$ cat src/rtl/dram_pagemux_pkg.sv
// Shared types and field-width rules for the DRAM address multiplexer.
// Assumes column codes 0/1/2 select 8/9/10 column bits; code 3 is treated as 10.
package dram_pagemux_pkg;

    typedef enum logic [1:0] {
        PG_IDLE = 2'd0,
        PG_HIT  = 2'd1,
        PG_MISS = 2'd2
    } pg_status_e;

    typedef enum logic [1:0] {
        OP_NONE       = 2'd0,
        OP_OPEN       = 2'd1,
        OP_CLOSE_BANK = 2'd2,
        OP_CLOSE_RANK = 2'd3
    } pg_op_e;

    typedef struct packed {
        logic       is_sdram;
        logic       dens64;
        logic [1:0] col_code;
    } rank_cfg_t;

    // Column field width for a rank.
    function automatic int unsigned col_bits(rank_cfg_t c);
        if (!c.is_sdram)           return 8;
        else if (c.col_code == 2'd0) return 8;
        else if (c.col_code == 2'd1) return 9;
        else                        return 10;
    endfunction

    // Internal-bank field width for a rank.
    function automatic int unsigned bank_bits(rank_cfg_t c);
        if (!c.is_sdram) return 0;
        return c.dens64 ? 2 : 1;
    endfunction

    // Page-row field width for a rank.
    function automatic int unsigned row_bits(rank_cfg_t c);
        if (!c.is_sdram) return c.dens64 ? 14 : 12;
        return c.dens64 ? 12 : 11;
    endfunction

endpackage

$ cat src/rtl/dram_addr_split.sv
// Splits a physical address into column, bank and page-row fields for one
// rank and forms the row-phase and column-phase bus values.
// Assumes ADDR_W covers offset + widest column + bank + row (29 bits) and
// MA_W >= 14 so the bank bits sit on the two top bus lines.
module dram_addr_split
    import dram_pagemux_pkg::*;
#(
    parameter int ADDR_W = 29,
    parameter int MA_W   = 14,
    parameter int ROW_W  = 14
) (
    input  rank_cfg_t          cfg,
    input  logic [ADDR_W-1:0]  addr,
    output logic [ROW_W-1:0]   page_row,
    output logic [1:0]         bank,
    output logic [MA_W-1:0]    ma_row,
    output logic [MA_W-1:0]    ma_col
);
    localparam int OFFS_W = 3;

    function automatic logic [ADDR_W-1:0] low_mask(int unsigned n);
        return ~({ADDR_W{1'b1}} << n);
    endfunction

    logic [ADDR_W-1:0] after_offs, after_col, after_bank;
    logic [ADDR_W-1:0] col_full;
    logic [MA_W-1:0]   bank_lines;

    // Peel the fields off from the least significant end.
    always_comb begin
        after_offs = addr >> OFFS_W;
        col_full   = after_offs & low_mask(col_bits(cfg));
        after_col  = after_offs >> col_bits(cfg);
        bank       = 2'(after_col & low_mask(bank_bits(cfg)));
        after_bank = after_col >> bank_bits(cfg);
        page_row   = ROW_W'(after_bank & low_mask(row_bits(cfg)));
    end

    // Place the bank bits on the two highest bus lines, then merge each phase.
    always_comb begin
        bank_lines           = '0;
        bank_lines[MA_W-2]   = bank[0];
        bank_lines[MA_W-1]   = bank[1];
        ma_row               = MA_W'(page_row) | bank_lines;
        ma_col               = MA_W'(col_full) | bank_lines;
    end

endmodule

$ cat src/rtl/dram_page_table.sv
// Open-page record: one valid flag and stored row per bank slot per rank.
// Lookups read the state held at the start of the cycle; commands update it
// at the clock edge. Assumes the rank configuration is static while pages
// are open.
module dram_page_table
    import dram_pagemux_pkg::*;
#(
    parameter int NUM_RANKS = 8,
    parameter int SLOTS     = 4,
    parameter int ROW_W     = 14,
    localparam int RANK_W   = $clog2(NUM_RANKS),
    localparam int SLOT_W   = $clog2(SLOTS)
) (
    input  logic                     clk,
    input  logic                     rst_n,
    input  logic [NUM_RANKS-1:0]     rank_sdram,
    input  logic [RANK_W-1:0]        lk_rank,
    input  logic [SLOT_W-1:0]        lk_bank,
    input  logic [ROW_W-1:0]         lk_row,
    output pg_status_e               lk_status,
    input  logic                     cmd_valid,
    input  pg_op_e                   cmd_op,
    input  logic [RANK_W-1:0]        cmd_rank,
    input  logic [SLOT_W-1:0]        cmd_bank,
    input  logic [ROW_W-1:0]         cmd_row,
    output logic [NUM_RANKS*SLOTS-1:0] open_flags
);
    logic             slot_vld [NUM_RANKS][SLOTS];
    logic [ROW_W-1:0] slot_row [NUM_RANKS][SLOTS];
    logic             cmd_to_sdram;

    // Type of the rank a command targets decides how wide an open clears.
    assign cmd_to_sdram = rank_sdram[cmd_rank];

    for (genvar r = 0; r < NUM_RANKS; r++) begin : g_rank
        for (genvar s = 0; s < SLOTS; s++) begin : g_slot
            logic is_target;
            logic in_rank;
            assign in_rank   = (cmd_rank == RANK_W'(r));
            assign is_target = in_rank && (cmd_bank == SLOT_W'(s));

            // Maintain one slot's open flag and row under the command stream.
            always_ff @(posedge clk) begin
                if (!rst_n) begin
                    slot_vld[r][s] <= 1'b0;
                    slot_row[r][s] <= '0;
                end else if (cmd_valid) begin
                    unique case (cmd_op)
                        OP_OPEN: begin
                            if (is_target) begin
                                slot_vld[r][s] <= 1'b1;
                                slot_row[r][s] <= cmd_row;
                            end else if (!cmd_to_sdram || !rank_sdram[r]) begin
                                slot_vld[r][s] <= 1'b0;
                            end
                        end
                        OP_CLOSE_BANK: if (is_target) slot_vld[r][s] <= 1'b0;
                        OP_CLOSE_RANK: if (in_rank)   slot_vld[r][s] <= 1'b0;
                        default: ;
                    endcase
                end
            end

            assign open_flags[r*SLOTS+s] = slot_vld[r][s];
        end
    end

    // Classify a lookup against the addressed slot.
    always_comb begin
        if (!slot_vld[lk_rank][lk_bank])
            lk_status = PG_IDLE;
        else if (slot_row[lk_rank][lk_bank] == lk_row)
            lk_status = PG_HIT;
        else
            lk_status = PG_MISS;
    end

endmodule

$ cat src/rtl/dram_pagemux.sv
// Top of the DRAM address multiplexer and open-page tracker. Splits request
// and command addresses with per-rank settings, looks up the page record and
// registers the result with the bus values one cycle later.
// Assumes ranks index below NUM_RANKS and configuration is held steady.
module dram_pagemux
    import dram_pagemux_pkg::*;
#(
    parameter int NUM_RANKS = 8,
    parameter int ADDR_W    = 29,
    parameter int MA_W      = 14,
    localparam int RANK_W   = $clog2(NUM_RANKS),
    localparam int SLOTS    = 4,
    localparam int ROW_W    = 14,
    localparam int NPORT    = 2
) (
    input  logic                       clk,
    input  logic                       rst_n,
    input  logic [NUM_RANKS-1:0]       cfg_sdram,
    input  logic [NUM_RANKS-1:0]       cfg_dens64,
    input  logic [2*NUM_RANKS-1:0]     cfg_col,
    input  logic                       req_valid,
    input  logic [RANK_W-1:0]          req_rank,
    input  logic [ADDR_W-1:0]          req_addr,
    input  logic                       cmd_valid,
    input  logic [1:0]                 cmd_op,
    input  logic [RANK_W-1:0]          cmd_rank,
    input  logic [ADDR_W-1:0]          cmd_addr,
    output logic                       rsp_valid,
    output logic [1:0]                 rsp_status,
    output logic [1:0]                 rsp_bank,
    output logic [MA_W-1:0]            rsp_ma_row,
    output logic [MA_W-1:0]            rsp_ma_col,
    output logic [SLOTS*NUM_RANKS-1:0] open_map
);
    rank_cfg_t         rank_cfg [NUM_RANKS];
    logic [RANK_W-1:0] sp_rank  [NPORT];
    logic [ADDR_W-1:0] sp_addr  [NPORT];
    rank_cfg_t         sp_cfg   [NPORT];
    logic [ROW_W-1:0]  sp_row   [NPORT];
    logic [1:0]        sp_bank  [NPORT];
    logic [MA_W-1:0]   sp_ma_r  [NPORT];
    logic [MA_W-1:0]   sp_ma_c  [NPORT];
    pg_status_e        lk_status;

    // Gather each rank's flat configuration bits into one record.
    for (genvar r = 0; r < NUM_RANKS; r++) begin : g_cfg
        assign rank_cfg[r] = '{is_sdram: cfg_sdram[r],
                               dens64:   cfg_dens64[r],
                               col_code: cfg_col[2*r +: 2]};
    end

    // Port 0 is the request path, port 1 the command path.
    assign sp_rank[0] = req_rank;
    assign sp_addr[0] = req_addr;
    assign sp_rank[1] = cmd_rank;
    assign sp_addr[1] = cmd_addr;

    for (genvar p = 0; p < NPORT; p++) begin : g_split
        assign sp_cfg[p] = rank_cfg[sp_rank[p]];
        dram_addr_split #(
            .ADDR_W (ADDR_W),
            .MA_W   (MA_W),
            .ROW_W  (ROW_W)
        ) u_split (
            .cfg      (sp_cfg[p]),
            .addr     (sp_addr[p]),
            .page_row (sp_row[p]),
            .bank     (sp_bank[p]),
            .ma_row   (sp_ma_r[p]),
            .ma_col   (sp_ma_c[p])
        );
    end

    dram_page_table #(
        .NUM_RANKS (NUM_RANKS),
        .SLOTS     (SLOTS),
        .ROW_W     (ROW_W)
    ) u_table (
        .clk        (clk),
        .rst_n      (rst_n),
        .rank_sdram (cfg_sdram),
        .lk_rank    (req_rank),
        .lk_bank    (sp_bank[0]),
        .lk_row     (sp_row[0]),
        .lk_status  (lk_status),
        .cmd_valid  (cmd_valid),
        .cmd_op     (pg_op_e'(cmd_op)),
        .cmd_rank   (cmd_rank),
        .cmd_bank   (sp_bank[1]),
        .cmd_row    (sp_row[1]),
        .open_flags (open_map)
    );

    // Register the lookup result and bus values for the next cycle.
    always_ff @(posedge clk) begin
        if (!rst_n) begin
            rsp_valid  <= 1'b0;
            rsp_status <= PG_IDLE;
            rsp_bank   <= '0;
            rsp_ma_row <= '0;
            rsp_ma_col <= '0;
        end else begin
            rsp_valid <= req_valid;
            if (req_valid) begin
                rsp_status <= lk_status;
                rsp_bank   <= sp_bank[0];
                rsp_ma_row <= sp_ma_r[0];
                rsp_ma_col <= sp_ma_c[0];
            end
        end
    end

endmodule

$ cat config.mk
export PLATFORM = sky130hd
export DESIGN_NAME = dram_pagemux
export DESIGN_NICKNAME = d
export VERILOG_FILES = /design/src/rtl/dram_pagemux_pkg.sv /design/src/rtl/dram_addr_split.sv /design/src/rtl/dram_page_table.sv /design/src/rtl/dram_pagemux.sv
export SDC_FILE = /design/constraint.sdc
export NUM_CORES = 1
export LEC_CHECK = 0
export ABC_AREA = 1
export CORE_MARGIN = 10
export CORE_UTILIZATION = 30
export DETAILED_ROUTE_END_ITERATION = 10
export GPL_TIMING_DRIVEN = 0
export PLACE_DENSITY = 0.44
export SLEW_MARGIN = 15
export SYNTH_ARGS = -nofsm -noshare
export SYNTH_HDL_FRONTEND = slang
export SYNTH_SLANG_ARGS = --single-unit
export TNS_END_PERCENT = 5
$ cat constraint.sdc
create_clock -name clk -period 9.2 [get_ports clk]
set_clock_uncertainty 0.05 [all_clocks]
set_input_delay 1.38 -clock clk [delete_from_list [all_inputs] [get_ports clk]]
set_output_delay 1.38 -clock clk [all_outputs]
set_load 0.05 [all_outputs]
==> results.json, run 1 <==
{
  "status": "completed",
  "crit_path_end_kind": "flop",
  "p_seq_frac": 0.416,
  "drc": 0,
  "hold_depth": 2,
  "start_util": 0.302,
  "cts_setup_buffers": 0,
  "crit_path_start": "req_rank[0]",
  "post-route-util": 0.358,
  "drt-vias-per-instance": 5.74,
  "fmax_ghz": 0.136,
  "antenna_found_initial": 9,
  "drive_gt1_frac": 0.0945,
  "setup_viol": 0,
  "die_area_um2": 102000,
  "wl_um": 143000,
  "p_sw_frac": 0.345,
  "intPower_mw": 4.27,
  "crit_path_end": "rsp_status[1]",
  "critPathRequiredTime_ns": 9.69,
  "clock_path_buffers": 3,
  "rsz0062_at_grt": "false",
  "synth_top_area_cell": "edfxtp_1",
  "slew_headroom": 0.0977,
  "port-buffer-count": 148,
  "post-dp-hpwl_um": 102000,
  "cts.reportedPaths.clkPinSlew_ns": 0.06,
  "vias": 25400,
  "synth_edf_count": 479,
  "min_period_ns": 7.35,
  "setup_ws_ns": 1.85,
  "ys_warn_count": 0,
  "cts_repair_resize_count": 0,
  "r2r-end": "rsp_status[1]",
  "r2r_start": "u_table.slot_row[6][7]",
  "io_pins": 167,
  "syn_inst": 2989,
  "cp-start-kind": "input port",
  "synth_top_family_by_area": "simple AND/OR/NAND/NOR gates",
  "nFillCells": 9095,
  "synth_compound_area_frac": 0.111,
  "nets": 3312,
  "synth.avg_cell_area_um2": 8.95,
  "ant_nets": 0,
  "grt_usage": 0.271,
  "grt_pass1_wl_um": 195000,
  "gp_congestion": 0.987,
  "vdd.ir_drop.worst_mv": 0.164,
  "fin_tns_setup_ns": 0,
  "min_period_over_period": 0.799,
  "grt_use_met3": 0.0692,
  "clock-sinks": 510,
  "cts_made_buffers": 59,
  "p_clk_frac": 0.360,
  "grt_overflow": 0,
  "ys_async_sr_fraction": 0,
  "synth_fa_ha_area_frac": 0.00327,
  "die_h_um": 319,
  "ff2ff_path_depth": 14,
  "synth_mux_area_frac": 0.00262,
  "grt_max_degree": 18,
  "busiest_layer": "met2",
  "synth_xor_area_frac": 0.000655,
  "synth_top_area_frac": 0.538,
  "ctsHoldBuffers": 0,
  "crit_fanout": 10,
  "drt-pass1-iter-count": 6,
  "drt-initial-drc-count": 3631,
  "cts_tree": "done",
  "synth_cell_types": 52,
  "met2_usage": 0.424,
  "powerDensity_nw_per_um2": 205,
  "core_area_um2": 88500,
  "static-leakage-power_nw": 11.7,
  "finalHoldViolations": 0,
  "ys.flop_type": "edfxtp_1",
  "cp_data_arrival_time_ns": 7.84,
  "die_x_um": 319,
  "yosysSeqAreaShare": 0.561,
  "synth_fp_nets": 3098,
  "row_count": 109,
  "pre_cts_ws_ns": 1.35,
  "total_power_mw": 6.51,
  "wire_per_inst_um": 32.4,
  "clkLatencyLatePin_ns": 0.68,
  "tightest_slew_ns": 1.34,
  "synth.area.top_cells": "edfxtp_1 54%, nor2_1 10%, nand2_1 6.7%, o21ai_0 5.6%, nand3_1 4.2%",
  "synth-simple-area-share": 0.259,
  "root_buffer": "clkbuf_16",
  "netlist_area_um2": 26800,
  "drv_slew": 0,
  "synth_seq_cells": 510,
  "area_growth_pct": 18.6,
  "r2r_slack_ns": 5.98,
  "gr-usage-met1": 0.353,
  "h-tree-depth": 2,
  "drv_cap": 0,
  "hold_path.class": "flop to flop",
  "p_switching_mw": 2.25,
  "worstSetupPathType": "input port to flop",
  "p_comb_frac": 0.224,
  "grt_pass1_vias": 23800
}
[registers in the layout, indices dropped and copies added, names as in the netlist]
signal,cells
u_table.slot_row,448
u_table.slot_vld,32
rsp_ma_row,14
rsp_ma_col,11
rsp_bank,2
rsp_status,2
rsp_valid,1
[worst min-delay path by stage]
stage,from,end
after floorplan,rsp_ma_col[10],rsp_ma_col[10]
after global placement,rsp_ma_col[10],rsp_ma_col[10]
after detailed placement,rsp_ma_col[10],rsp_ma_col[10]
after CTS,rsp_ma_col[10],rsp_ma_col[10]
after global routing,rsp_ma_col[10],rsp_ma_col[10]
final,rsp_ma_col[10],rsp_ma_col[10]
[cell type report]
type / count / area [µm²] / share of cell area
repair buffers: 153 / 1580 / 0.0499
clock buffers: 75 / 1560 / 0.0491
plain buffers: 242 / 1140 / 0.0360
multi-input cells: 2090 / 10100 / 0.319
diodes: 4 / 10.0 / 0.000316
well taps: 1165 / 1460 / 0.0459
clock inverters: 33 / 298 / 0.00939
inverters: 147 / 554 / 0.0175
flip-flops and latches: 510 / 15000 / 0.473
[cell usage after synthesis (6+ instances only)]
library cell	number
dfxtp_1	31
o21ai_0	301
buf_4	11
nor2_2	12
nand3_2	18
nand3_1	222
clkbuf_1	106
nor2_4	7
nor2_1	717
ha_1	7
a22o_1	8
edfxtp_1	479
nand4_1	63
buf_1	21
inv_2	23
inv_1	121
buf_2	94
nand2_2	11
o22ai_1	28
buf_6	10
o221ai_1	82
a21oi_1	36
mux2i_1	7
nand3_4	6
nand3b_1	20
a221oi_1	9
nand2_1	481
[power by group through the flow]
stage          logic [mW]  clock network (mW)  registers (mW)
2_1_floorplan       0.667                   0            2.81
3_3_place_gp         1.39                   0            2.76
3_5_place_dp         1.41                   0            2.76
4_1_cts              1.41                2.34            2.71
5_1_grt              1.51                2.43            2.72
6_report             1.46                2.34            2.71
[per-stage QoR]
step | cell area [µm²] | instances | hold WS (ns)
global route | 31700 | 4415 | 0.398
global placement | 29700 | 4302 | 0.373
detailed placement | 29800 | 4306 | 0.374
finish | 31700 | 4419 | 0.392
floorplan | 26800 | 2989 | 0.599
CTS | 31700 | 4414 | 0.387
[per-layer routing]
metal	wire length (µm)	vias up
met2	63700	1587
met1	57500	12700
met5	159	-
met3	15100	323
met4	6520	12
li1	-	10700
[worst max-delay path: stages]
cell and delay, ns:
clkdlybuf4s50_1 0.49, inv_2 0.12, buf_2 0.31, clkbuf_1 0.32, buf_2 0.40, buf_2 0.48
clkbuf_1 0.59, o21ai_0 0.15, o21ai_0 0.18, inv_1 0.05, o21ai_0 0.42, ha_1 0.24
clkbuf_1 0.36, nor2_1 0.24, inv_1 0.15, buf_1 0.41, clkbuf_1 0.40, nand4_1 0.19
nand3_1 0.19, nand2_1 0.07, nand2_1 0.06, nand2_1 0.04, nor2_1 0.09, nand2_1 0.05
nor2_1 0.25, nand2_1 0.08, nand2_1 0.06, nand2_1 0.04
[cells in the final DEF (no fill, tap or decap), drive strengths merged, types with 3 or more instances in the layout]
cell type,count
nor2,737
nand2,497
edfxtp,479
o21ai,306
nand3,246
clkbuf,181
clkdlybuf4s50,148
inv,146
buf,141
o221ai,82
nand4,69
a21oi,36
dfxtp,31
o22ai,29
clkinv,29
nand3b,20
or2,10
a221oi,9
a22o,8
mux2i,7
ha,7
o211ai,5
diode,4
a32o,4
a22oi,3
nor3,3
bufinv,3
[cell families (layout without fill, tap and decap cells)]
logic type	count (synthesis)	in the layout
muxes	7	7
AOI/OAI and AO/OA	490	490
and+or+nand+nor	1583	1583
other	1	5
DFF	510	510
xor gates and xnor gates	2	2
buffers and inverters	389	650
adders and majority gates	7	7
Power figures use the tool's default switching activity.
==> run 2, diff against run 1 <==
- PLACE_DENSITY: 0.44 -> 0.46
- clock period: 9.2 -> 6.5 ns (I/O delays scaled with it)
==> results.json, run 2 (same netlist as run 1, synthesis figures left out) <==
{
  "grt_pass1_vias": 23200,
  "tightest_slew_ns": 1.40,
  "finalHoldViolations": 0,
  "ff2ff_path_depth": 13,
  "drv_slew": 0,
  "vdd.ir_drop.worst_mv": 0.222,
  "area_growth_pct": 17.9,
  "rsz0062_at_grt": "false",
  "clock_path_buffers": 3,
  "drv_cap": 0,
  "worstSetupPathType": "input port to flop",
  "crit_path_end": "rsp_status[0]",
  "die_x_um": 319,
  "r2r_start": "u_table.slot_row[4][34]",
  "cts_setup_buffers": 0,
  "clock-sinks": 510,
  "cts_made_buffers": 57,
  "fmax_ghz": 0.166,
  "layout_common_cells": "716 x nor2_1, 479 x nand2_1, 479 x edfxtp_1, 286 x o21ai_0, 222 x nand3_1",
  "cp-start-kind": "input port",
  "status": "completed",
  "top_regs": "u_table.slot_row x448, u_table.slot_vld x32, rsp_ma_row x14",
  "row_count": 109,
  "static-leakage-power_nw": 11.6,
  "crit_fanout": 19,
  "gp_congestion": 0.961,
  "drt-vias-per-instance": 5.67,
  "wire_per_inst_um": 31.7,
  "hold_path.class": "flop to flop",
  "ant_nets": 0,
  "crit_path_end_kind": "flop",
  "grt_overflow": 0,
  "ctsHoldBuffers": 0,
  "r2r-end": "rsp_status[0]",
  "io_pins": 167,
  "stdcell_count": 4406,
  "powerDensity_nw_per_um2": 285,
  "drc": 0,
  "largest_register_ffs": 448,
  "min_period_ns": 6.02,
  "r2r_slack_ns": 3.46,
  "cts_tree": "done",
  "grt_usage": 0.263,
  "start_util": 0.302,
  "clkLatencyLatePin_ns": 0.65,
  "total_power_mw": 9.00,
  "core_area_um2": 88500,
  "drt-initial-drc-count": 3816,
  "vias": 25000,
  "post-dp-hpwl_um": 97700,
  "placedCellCount": 4307,
  "largest_register": "u_table.slot_row",
  "setup_viol": 0,
  "grt_max_degree": 20,
  "h-tree-depth": 2,
  "min_period_over_period": 0.927,
  "nets": 3309,
  "port-buffer-count": 148,
  "wl_um": 139000,
  "root_buffer": "clkbuf_16",
  "drive_gt1_frac": 0.0939,
  "slew_headroom": 0.0674,
  "drt-pass1-iter-count": 6,
  "cp_data_arrival_time_ns": 6.54,
  "die_h_um": 319,
  "cts.reportedPaths.clkPinSlew_ns": 0.06,
  "crit_path_start": "req_rank[0]",
  "final_common_cell": "nor2_1",
  "critPathRequiredTime_ns": 7.02,
  "grt_pass1_wl_um": 189000,
  "antenna_found_initial": 14,
  "die_area_um2": 102000
}
==> run 2: cell types whose count changed in the layout (fill, tap and decap cells not counted), moves of 3 or more <==
cell and change:
o21ai_1 +9, clkbuf_2 +3, o21ai_0 -9, clkinv_1 -3, clkinv_2 -3, clkbuf_1 -4
==> run 2: how the worst min path moves through the flow <==
stage	start	endpoint	slack [ns]	cells after the start
after detailed placement	rsp_ma_col[10]	rsp_ma_col[10]	0.37	2
after global placement	rsp_ma_col[10]	rsp_ma_col[10]	0.37	2
after floorplan	rsp_ma_col[10]	rsp_ma_col[10]	0.60	2
after global routing	rsp_ma_col[10]	rsp_ma_col[10]	0.41	2
after CTS	rsp_ma_col[10]	rsp_ma_col[10]	0.39	2
final	rsp_ma_col[10]	rsp_ma_col[10]	0.40	2
==> run 2: cell type report <==
type,count,area [µm²]
tap,1165,1460
sequential,510,15000
buffer,240,1140
clock inverter,25,185
inverter,147,554
antenna,3,7.51
clock buffer,72,1490
multi-input combinational,2090,10100
fill,9275,56900
timing repair buffer,154,1600
==> run 2: routing by layer <==
layer  part of all wire  vias up  global-route usage
li1                   -    10800                   -
met1               0.40    12400               0.344
met2               0.43     1568               0.401
met3               0.12      269              0.0868
met4              0.040       10              0.0923
met5             0.0019        -              0.0159
==> run 2: what timing repair did <==
item                       4_1_cts  5_1_grt
pin swaps                        0        0
setup endpoints to repair        2        2
resized for setup                1        6
==> run 2: where the power goes <==
part           internal [mW]  leakage (nW)  switching [mW]  total (mW)
registers               3.77          4.81          0.0651        3.83
clock network           1.69         0.823            1.44        3.13
logic                  0.459          5.97            1.58        2.04
==> run 2: through the flow <==
step	utilization	cell area, µm²	setup slack (ns)	TNS [ns]	hold slack (ns)
2_1_floorplan	-	26800	1.65	0	0.599
3_3_place_gp	0.336	29700	-1.82	-98.71	0.368
3_5_place_dp	0.337	29900	-1.08	-2.39	0.375
4_1_cts	0.356	31500	0.169	0	0.389
5_1_grt	0.356	31600	0.101	0	0.410
6_report	0.357	31600	0.477	0	0.395
==> run 2: worst max-delay path: stages <==
cell             delay (ns)
clkdlybuf4s50_1        0.54
buf_2                  0.31
buf_2                  0.30
buf_2                  0.63
clkbuf_1               0.37
o21ai_0                0.15
o22ai_1                0.19
nand2_1                0.07
o21ai_1                0.26
ha_1                   0.22
clkbuf_1               0.39
nor2_2                 0.20
inv_1                  0.14
clkbuf_2               0.24
clkbuf_1               0.35
nand4_1                0.14
nand3_1                0.17
nand2_1                0.07
nand2_1                0.06
nand2_1                0.04
nor2_1                 0.08
nand2_1                0.07
nor2_1                 0.26
nand3_1                0.20
nand2_1                0.09
